### src/rtl/llr_pkg.sv
package llr_pkg;

    localparam logic [31:0] CRC_POLY  = 32'h04C1_1DB7;
    localparam logic [31:0] CRC_SEED  = 32'hFFFF_FFFF;
    localparam int          HDR_BYTES = 2;
    localparam int          CRC_BYTES = 4;

    typedef enum logic [1:0] {
        VERDICT_GOOD,
        VERDICT_DUP,
        VERDICT_BAD
    } verdict_e;

    // Summary of one completed frame, produced by the framer.
    typedef struct packed {
        logic        crc_ok;
        logic        len_ok;
        logic [15:0] seq;
        logic [15:0] pay_len;
    } frame_sum_t;

    // One byte through an MSB-first CRC register with no reflection.
    function automatic logic [31:0] crc32_step(input logic [31:0] crc, input logic [7:0] b);
        logic [31:0] c;
        c = crc;
        for (int i = 7; i >= 0; i--) begin
            if (c[31] ^ b[i]) c = (c << 1) ^ CRC_POLY;
            else              c = c << 1;
        end
        return c;
    endfunction

endpackage

### src/rtl/llr_frame_rx.sv
module llr_frame_rx
    import llr_pkg::*;
#(
    parameter int SEQ_W   = 12,
    parameter int MAX_PAY = 64,
    localparam int BUF_D  = MAX_PAY + CRC_BYTES,
    localparam int AW     = $clog2(BUF_D)
) (
    input  logic          clk,
    input  logic          rst,
    input  logic          acc,
    input  logic [7:0]    in_data,
    input  logic          in_last,
    output logic          wr_en,
    output logic [AW-1:0] wr_addr,
    output logic [7:0]    wr_data,
    output logic          done_q,
    output frame_sum_t    sum_q
);

    localparam logic [15:0] HDR16   = 16'(HDR_BYTES);
    localparam logic [15:0] OVH16   = 16'(HDR_BYTES + CRC_BYTES);
    localparam logic [15:0] MIN_TOT = 16'(HDR_BYTES + CRC_BYTES + 1);
    localparam logic [15:0] MAX_TOT = 16'(HDR_BYTES + MAX_PAY + CRC_BYTES);
    localparam logic [15:0] BUF16   = 16'(BUF_D);

    logic [15:0] cnt_q;
    logic [31:0] crc_q;
    logic [7:0]  hdr0_q, hdr1_q;
    logic [31:0] crc_nx;
    logic [15:0] body_idx;
    logic [15:0] total;

    // A running CRC taken over the appended CRC bytes as well leaves a zero residue.
    assign crc_nx   = crc32_step(crc_q, in_data);
    assign body_idx = cnt_q - HDR16;
    assign total    = cnt_q + 16'd1;

    // Everything after the header goes to the store; bytes past its depth are dropped.
    assign wr_en   = acc && (cnt_q >= HDR16) && (body_idx < BUF16);
    assign wr_addr = AW'(body_idx);
    assign wr_data = in_data;

    always_ff @(posedge clk) begin
        if (rst) begin
            cnt_q  <= '0;
            crc_q  <= CRC_SEED;
            hdr0_q <= '0;
            hdr1_q <= '0;
            done_q <= 1'b0;
            sum_q  <= '0;
        end else begin
            done_q <= 1'b0;
            if (acc) begin
                if (cnt_q == 16'd0) hdr0_q <= in_data;
                if (cnt_q == 16'd1) hdr1_q <= in_data;
                if (in_last) begin
                    done_q         <= 1'b1;
                    sum_q.crc_ok   <= (crc_nx == 32'd0);
                    sum_q.len_ok   <= (total >= MIN_TOT) && (total <= MAX_TOT);
                    sum_q.seq      <= {hdr0_q, hdr1_q};
                    sum_q.pay_len  <= total - OVH16;
                    cnt_q          <= '0;
                    crc_q          <= CRC_SEED;
                end else begin
                    cnt_q <= (cnt_q == 16'hFFFF) ? cnt_q : cnt_q + 16'd1;
                    crc_q <= crc_nx;
                end
            end
        end
    end

endmodule

### src/rtl/llr_seq_track.sv
module llr_seq_track
    import llr_pkg::*;
#(
    parameter int SEQ_W = 12
) (
    input  logic             clk,
    input  logic             rst,
    input  logic             done,
    input  frame_sum_t       sum,
    output logic             start_drain,
    output logic [15:0]      drain_len,
    output logic             req_valid_q,
    output logic             req_nak_q,
    output logic [SEQ_W-1:0] req_seq_q
);

    localparam logic [SEQ_W-1:0] HALF = SEQ_W'(1) << (SEQ_W - 1);
    localparam logic [SEQ_W-1:0] ONE  = SEQ_W'(1);

    logic [SEQ_W-1:0] exp_q;
    logic             nak_sent_q;
    logic [SEQ_W-1:0] seq_c;
    logic [SEQ_W-1:0] diff;
    verdict_e         verdict;

    assign seq_c = SEQ_W'(sum.seq);   // upper header bits are ignored
    assign diff  = exp_q - seq_c;

    always_comb begin
        if (!(sum.crc_ok && sum.len_ok))         verdict = VERDICT_BAD;
        else if (diff == '0)                     verdict = VERDICT_GOOD;
        else if (diff <= HALF)                   verdict = VERDICT_DUP;
        else                                     verdict = VERDICT_BAD;   // ahead
    end

    assign start_drain = done && (verdict == VERDICT_GOOD);
    assign drain_len   = sum.pay_len;

    always_ff @(posedge clk) begin
        if (rst) begin
            exp_q       <= '0;
            nak_sent_q  <= 1'b0;
            req_valid_q <= 1'b0;
            req_nak_q   <= 1'b0;
            req_seq_q   <= '0;
        end else begin
            req_valid_q <= 1'b0;
            if (done) begin
                unique case (verdict)
                    VERDICT_GOOD: begin
                        req_valid_q <= 1'b1;
                        req_nak_q   <= 1'b0;
                        req_seq_q   <= seq_c;
                        exp_q       <= exp_q + ONE;
                        nak_sent_q  <= 1'b0;
                    end
                    VERDICT_DUP: begin
                        req_valid_q <= 1'b1;
                        req_nak_q   <= 1'b0;
                        req_seq_q   <= exp_q - ONE;
                    end
                    default: begin        // one NAK per episode
                        if (!nak_sent_q) begin
                            req_valid_q <= 1'b1;
                            req_nak_q   <= 1'b1;
                            req_seq_q   <= exp_q - ONE;
                            nak_sent_q  <= 1'b1;
                        end
                    end
                endcase
            end
        end
    end

endmodule

### src/rtl/llr_pay_buf.sv
module llr_pay_buf
    import llr_pkg::*;
#(
    parameter int MAX_PAY = 64,
    localparam int BUF_D  = MAX_PAY + CRC_BYTES,
    localparam int AW     = $clog2(BUF_D)
) (
    input  logic          clk,
    input  logic          rst,
    input  logic          wr_en,
    input  logic [AW-1:0] wr_addr,
    input  logic [7:0]    wr_data,
    input  logic          start,
    input  logic [15:0]   len,
    output logic          busy,
    output logic          up_valid,
    output logic [7:0]    up_data,
    output logic          up_last
);

    logic [7:0]    mem [BUF_D];
    logic          active_q;
    logic [AW-1:0] rd_q;
    logic [AW-1:0] end_q;

    always_ff @(posedge clk) begin
        if (wr_en) mem[wr_addr] <= wr_data;
    end

    always_ff @(posedge clk) begin
        if (rst) begin
            active_q <= 1'b0;
            rd_q     <= '0;
            end_q    <= '0;
        end else if (start) begin
            active_q <= 1'b1;
            rd_q     <= '0;
            end_q    <= AW'(len - 16'd1);
        end else if (active_q) begin
            if (rd_q == end_q) active_q <= 1'b0;
            else               rd_q     <= rd_q + AW'(1);
        end
    end

    assign busy     = active_q;
    assign up_valid = active_q;
    assign up_data  = mem[rd_q];
    assign up_last  = active_q && (rd_q == end_q);

endmodule

### src/rtl/llr_rx_ackchk.sv
module llr_rx_ackchk
    import llr_pkg::*;
#(
    parameter int SEQ_W   = 12,
    parameter int MAX_PAY = 64,
    localparam int BUF_D  = MAX_PAY + CRC_BYTES,
    localparam int AW     = $clog2(BUF_D)
) (
    input  logic             clk,
    input  logic             rst,
    input  logic             in_valid,
    input  logic [7:0]       in_data,
    input  logic             in_last,
    output logic             in_ready,
    output logic             up_valid,
    output logic [7:0]       up_data,
    output logic             up_last,
    output logic             ack_req_valid,
    output logic             ack_req_nak,
    output logic [SEQ_W-1:0] ack_req_seq
);

    logic          acc;
    logic          wr_en;
    logic [AW-1:0] wr_addr;
    logic [7:0]    wr_data;
    logic          done;
    frame_sum_t    sum;
    logic          start_drain;
    logic [15:0]   drain_len;
    logic          busy;

    // hold input while a verdict or a forward is pending.
    assign in_ready = !done && !busy;
    assign acc      = in_valid && in_ready;

    llr_frame_rx #(.SEQ_W(SEQ_W), .MAX_PAY(MAX_PAY)) u_frame (
        .clk     (clk),
        .rst     (rst),
        .acc     (acc),
        .in_data (in_data),
        .in_last (in_last),
        .wr_en   (wr_en),
        .wr_addr (wr_addr),
        .wr_data (wr_data),
        .done_q  (done),
        .sum_q   (sum)
    );

    llr_seq_track #(.SEQ_W(SEQ_W)) u_track (
        .clk         (clk),
        .rst         (rst),
        .done        (done),
        .sum         (sum),
        .start_drain (start_drain),
        .drain_len   (drain_len),
        .req_valid_q (ack_req_valid),
        .req_nak_q   (ack_req_nak),
        .req_seq_q   (ack_req_seq)
    );

    llr_pay_buf #(.MAX_PAY(MAX_PAY)) u_buf (
        .clk      (clk),
        .rst      (rst),
        .wr_en    (wr_en),
        .wr_addr  (wr_addr),
        .wr_data  (wr_data),
        .start    (start_drain),
        .len      (drain_len),
        .busy     (busy),
        .up_valid (up_valid),
        .up_data  (up_data),
        .up_last  (up_last)
    );

endmodule

### config.mk
export PLATFORM = sky130hd
export DESIGN_NAME = llr_rx_ackchk
export DESIGN_NICKNAME = d
export VERILOG_FILES = /design/src/rtl/llr_pkg.sv /design/src/rtl/llr_frame_rx.sv /design/src/rtl/llr_seq_track.sv /design/src/rtl/llr_pay_buf.sv /design/src/rtl/llr_rx_ackchk.sv
export SDC_FILE = /design/constraint.sdc
export NUM_CORES = 1
export LEC_CHECK = 0
export BUFFER_PORTS_ARGS = -buffer_cell sky130_fd_sc_hd__buf_2
export CORE_ASPECT_RATIO = 1.4
export CORE_UTILIZATION = 35
export DETAILED_ROUTE_END_ITERATION = 12
export PLACE_DENSITY_LB_ADDON = 0.12
export SYNTH_ARGS = -nofsm -noshare
export SYNTH_HDL_FRONTEND = slang
export SYNTH_HIERARCHICAL = 1
export SYNTH_SLANG_ARGS = --single-unit
export TNS_END_PERCENT = 1
### constraint.sdc
create_clock -name clk -period 3.7 [get_ports clk]
set_input_delay 0.37 -clock clk [delete_from_list [all_inputs] [get_ports clk]]
set_output_delay 0.37 -clock clk [all_outputs]
set_load 0.01 [all_outputs]
==> results.sh <==
export IMPL_cp_start_kind="flip-flop"
export IMPL_cp_slowest_cell="mux4_2"
export IMPL_final_common_cell="edfxtp_1"
export IMPL_root_buffer="clkbuf_16"
export IMPL_fp_row_count=125
export IMPL_final_cell_mix="edfxtp_1, nor2_1, nand2_1"
export IMPL_gp_congestion=0.818
export IMPL_r2r_end="u_track/req_seq_q[6]$_SDFFE_PP0P_"
export IMPL_cts_max_level=3
export IMPL_critPathMaxStageDelay_ns=0.55
export IMPL_hold_violations=0
export IMPL_multi_input_area_um2=9540
export IMPL_critPathMaxFanout=24
export IMPL_post_dp_cell_area_um2=31100
export IMPL_critPathKind="reg -> out"
export IMPL_worstHoldStart="rst"
export IMPL_synth_avg_cell_area_um2=14.9
export IMPL_hpwl_um=47900
export IMPL_critPathArrivalTime_ns=3.18
export IMPL_grt_max_degree=71
export IMPL_p_seq_share_pct=48.3
export IMPL_power_density_nw_per_um2=518
export IMPL_period_minus_slack_ns=3.55
export IMPL_hp_class="in -> reg"
export IMPL_switchingPower_mw=4.03
export IMPL_rr_worst_depth=11
export IMPL_p_int_mw=13.4
export IMPL_layout_cells_non_filler=3200
export IMPL_syn_to_final_growth_pct=14.9
export IMPL_wl_per_cell_um=22.9
export IMPL_p_total_mw=17.4
export IMPL_rsz0062_at_grt="yes"
export IMPL_die_area_um2=84600
export IMPL_clkPwrFrac_pct=42.1
export IMPL_run_status="completed"
export IMPL_place_inst=3070
export IMPL_start_util_pct=35.3
export IMPL_portBuffers=36
export IMPL_crit_required_ns=3.33
export IMPL_ant_nets=0
export IMPL_io_pins=37
export IMPL_via_per_inst=5.17
export IMPL_register_area_um2=19000
export IMPL_nNetsFinal=2100
export IMPL_rrSetupSlack_ns=0.31
export IMPL_grt_pass1_wl_um=111000
export IMPL_r2r_start="u_track/exp_q[0]$_SDFFE_PP0P_"
export IMPL_path_cells="buf_12 -> mux4_2 -> mux2i_1 -> a22oi_1 -> a32oi_1 -> o31ai_1 -> buf_2"
export IMPL_clock_insertion_delay_worst_skew_ns=0.61
export IMPL_clk_pin_slew_ns=0.06
export IMPL_grt_overflow=0
export IMPL_finalCritPeriodShare_pct=96.0
export IMPL_grt_usage_pct=17.7
export IMPL_skew_ns=0.0306
export IMPL_worstMarginPinSlew_ns=0.924
export IMPL_antenna_found_initial=0
export IMPL_final_cell_area_um2=33600
export IMPL_n_antenna_cell=0
export IMPL_p_leak_nw=10.9
export IMPL_vdd_ir_drop_max_mv=0.457
export IMPL_layout_drive_gt1_share_pct=22.1
export IMPL_vias=16600
export IMPL_holdWs_ns=0.0400
export IMPL_timing_fmax_mhz=282
export IMPL_synth_cells=1964
export IMPL_numClockSinks=675
export IMPL_wl_um=73400
export IMPL_core_area_um2=82700
export IMPL_grt_pass1_vias=17200
export IMPL_drc=0
export IMPL_dr_pass1_iters=5
export IMPL_cts_buffer_depth=3
export IMPL_drv_cap=0
export IMPL_die_height_um=344
export IMPL_netlist_area_um2=29200
export IMPL_drt_iter0_drc=760
export IMPL_hold_path_depth=2
export IMPL_maxSlewViolCount=0
export IMPL_p_sw_share_pct=23.2
export IMPL_syn_nets=2000
export IMPL_post_cts_setup_buffers=0
export IMPL_cts_tree="done"
export IMPL_die_w_um=246
export IMPL_p_comb_share_pct=9.5
export IMPL_whs_endpoint="u_frame/done_q$_SDFF_PP0_"
export IMPL_nFillCells=7509
export IMPL_end_kind="output pin"
export IMPL_holdBufCountCts=0
export IMPL_setup_viol=0
export IMPL_max_slew_margin_pct=38.4
export IMPL_yosysWarnings=6
export IMPL_cts_made_buffers=71
## worst max-delay path by stage
stage                                       start                    endpoint  cells past startpoint  slack, ns
finish                                  flip-flop                  up_data[1]                      7       0.15
global route        u_frame/cnt_q[1]$_SDFFE_PP0P_  u_buf/mem[56][1]$_DFFE_PP_                     11     -0.006
CTS                                     flip-flop                  up_data[0]                      7       0.05
detailed placement  u_frame/cnt_q[1]$_SDFFE_PP0P_  u_buf/mem[22][1]$_DFFE_PP_                     11       0.30
global placement    u_frame/cnt_q[1]$_SDFFE_PP0P_  u_buf/mem[22][2]$_DFFE_PP_                     11       0.38
floorplan           u_track/exp_q[0]$_SDFFE_PP0P_                   flip-flop                     13       0.31
## flip-flops by register name (all words and copies together), names as in the netlist, named ones only
signal	count
u_buf/mem	544
u_buf/busy	1
u_track/exp_q	12
u_buf/rd_q	7
u_track/req_nak_q	1
u_frame/done_q	1
u_track/nak_sent_q	1
u_frame/cnt_q	16
u_track/req_valid_q	1
u_frame/sum_q	21
u_buf/end_q	7
u_frame/hdr1_q	8
u_frame/crc_q	32
u_frame/hdr0_q	4
u_track/req_seq_q	12
## worst max-delay path, delay by kind of cell, from the launching register on
family                 cells  cell delay [ns]
muxes                      2             0.79
AOI/OAI and AO/OA          3             0.73
DFF                        1             0.54
buffers and inverters      2             0.45
## per-layer routing
layer | track usage [%] | up-vias | share of wire, %
met3 | 2.41 | 95 | 2.9
met1 | 20.8 | 8509 | 40
li1 | - | 7703 | -
met5 | 0 | - | 0
met2 | 32.8 | 249 | 54
met4 | 5.47 | 0 | 2.5
## stage by stage
step           TNS [ns]  setup slack, ns  utilization [%]
6_report              0            0.149             40.6
5_1_grt         -0.0263         -0.00581             40.6
4_1_cts               0           0.0485             40.5
3_5_place_dp          0            0.299             37.6
3_3_place_gp          0            0.381             37.6
2_1_floorplan         0            0.307                -
## layout make-up
type / count / area share, %
Clock buffer: 85 / 5.77
Clock inverter: 45 / 1.35
Inverter: 35 / 0.391
Multi-Input combinational cell: 1125 / 28.4
Sequential cell: 675 / 56.5
Tap cell: 1079 / 4.02
Timing Repair Buffer: 156 / 3.54
## power by group through the flow
stage | logic [mW] | clock network [mW] | registers (mW)
after detailed placement | 1.66 | 0 | 8.57
after floorplan | 1.30 | 0 | 8.54
after global placement | 1.65 | 0 | 8.56
after global routing | 1.85 | 7.80 | 8.41
after CTS | 1.68 | 7.56 | 8.40
final | 1.66 | 7.33 | 8.40
## timing repair
action / CTS / global route
setup endpoints to repair: 1 / 45
pin swaps: 0 / 0
gates resized for setup: 1 / 6
endpoints found under the hold margin: 0 / 0
Power figures use the tool's default switching activity.
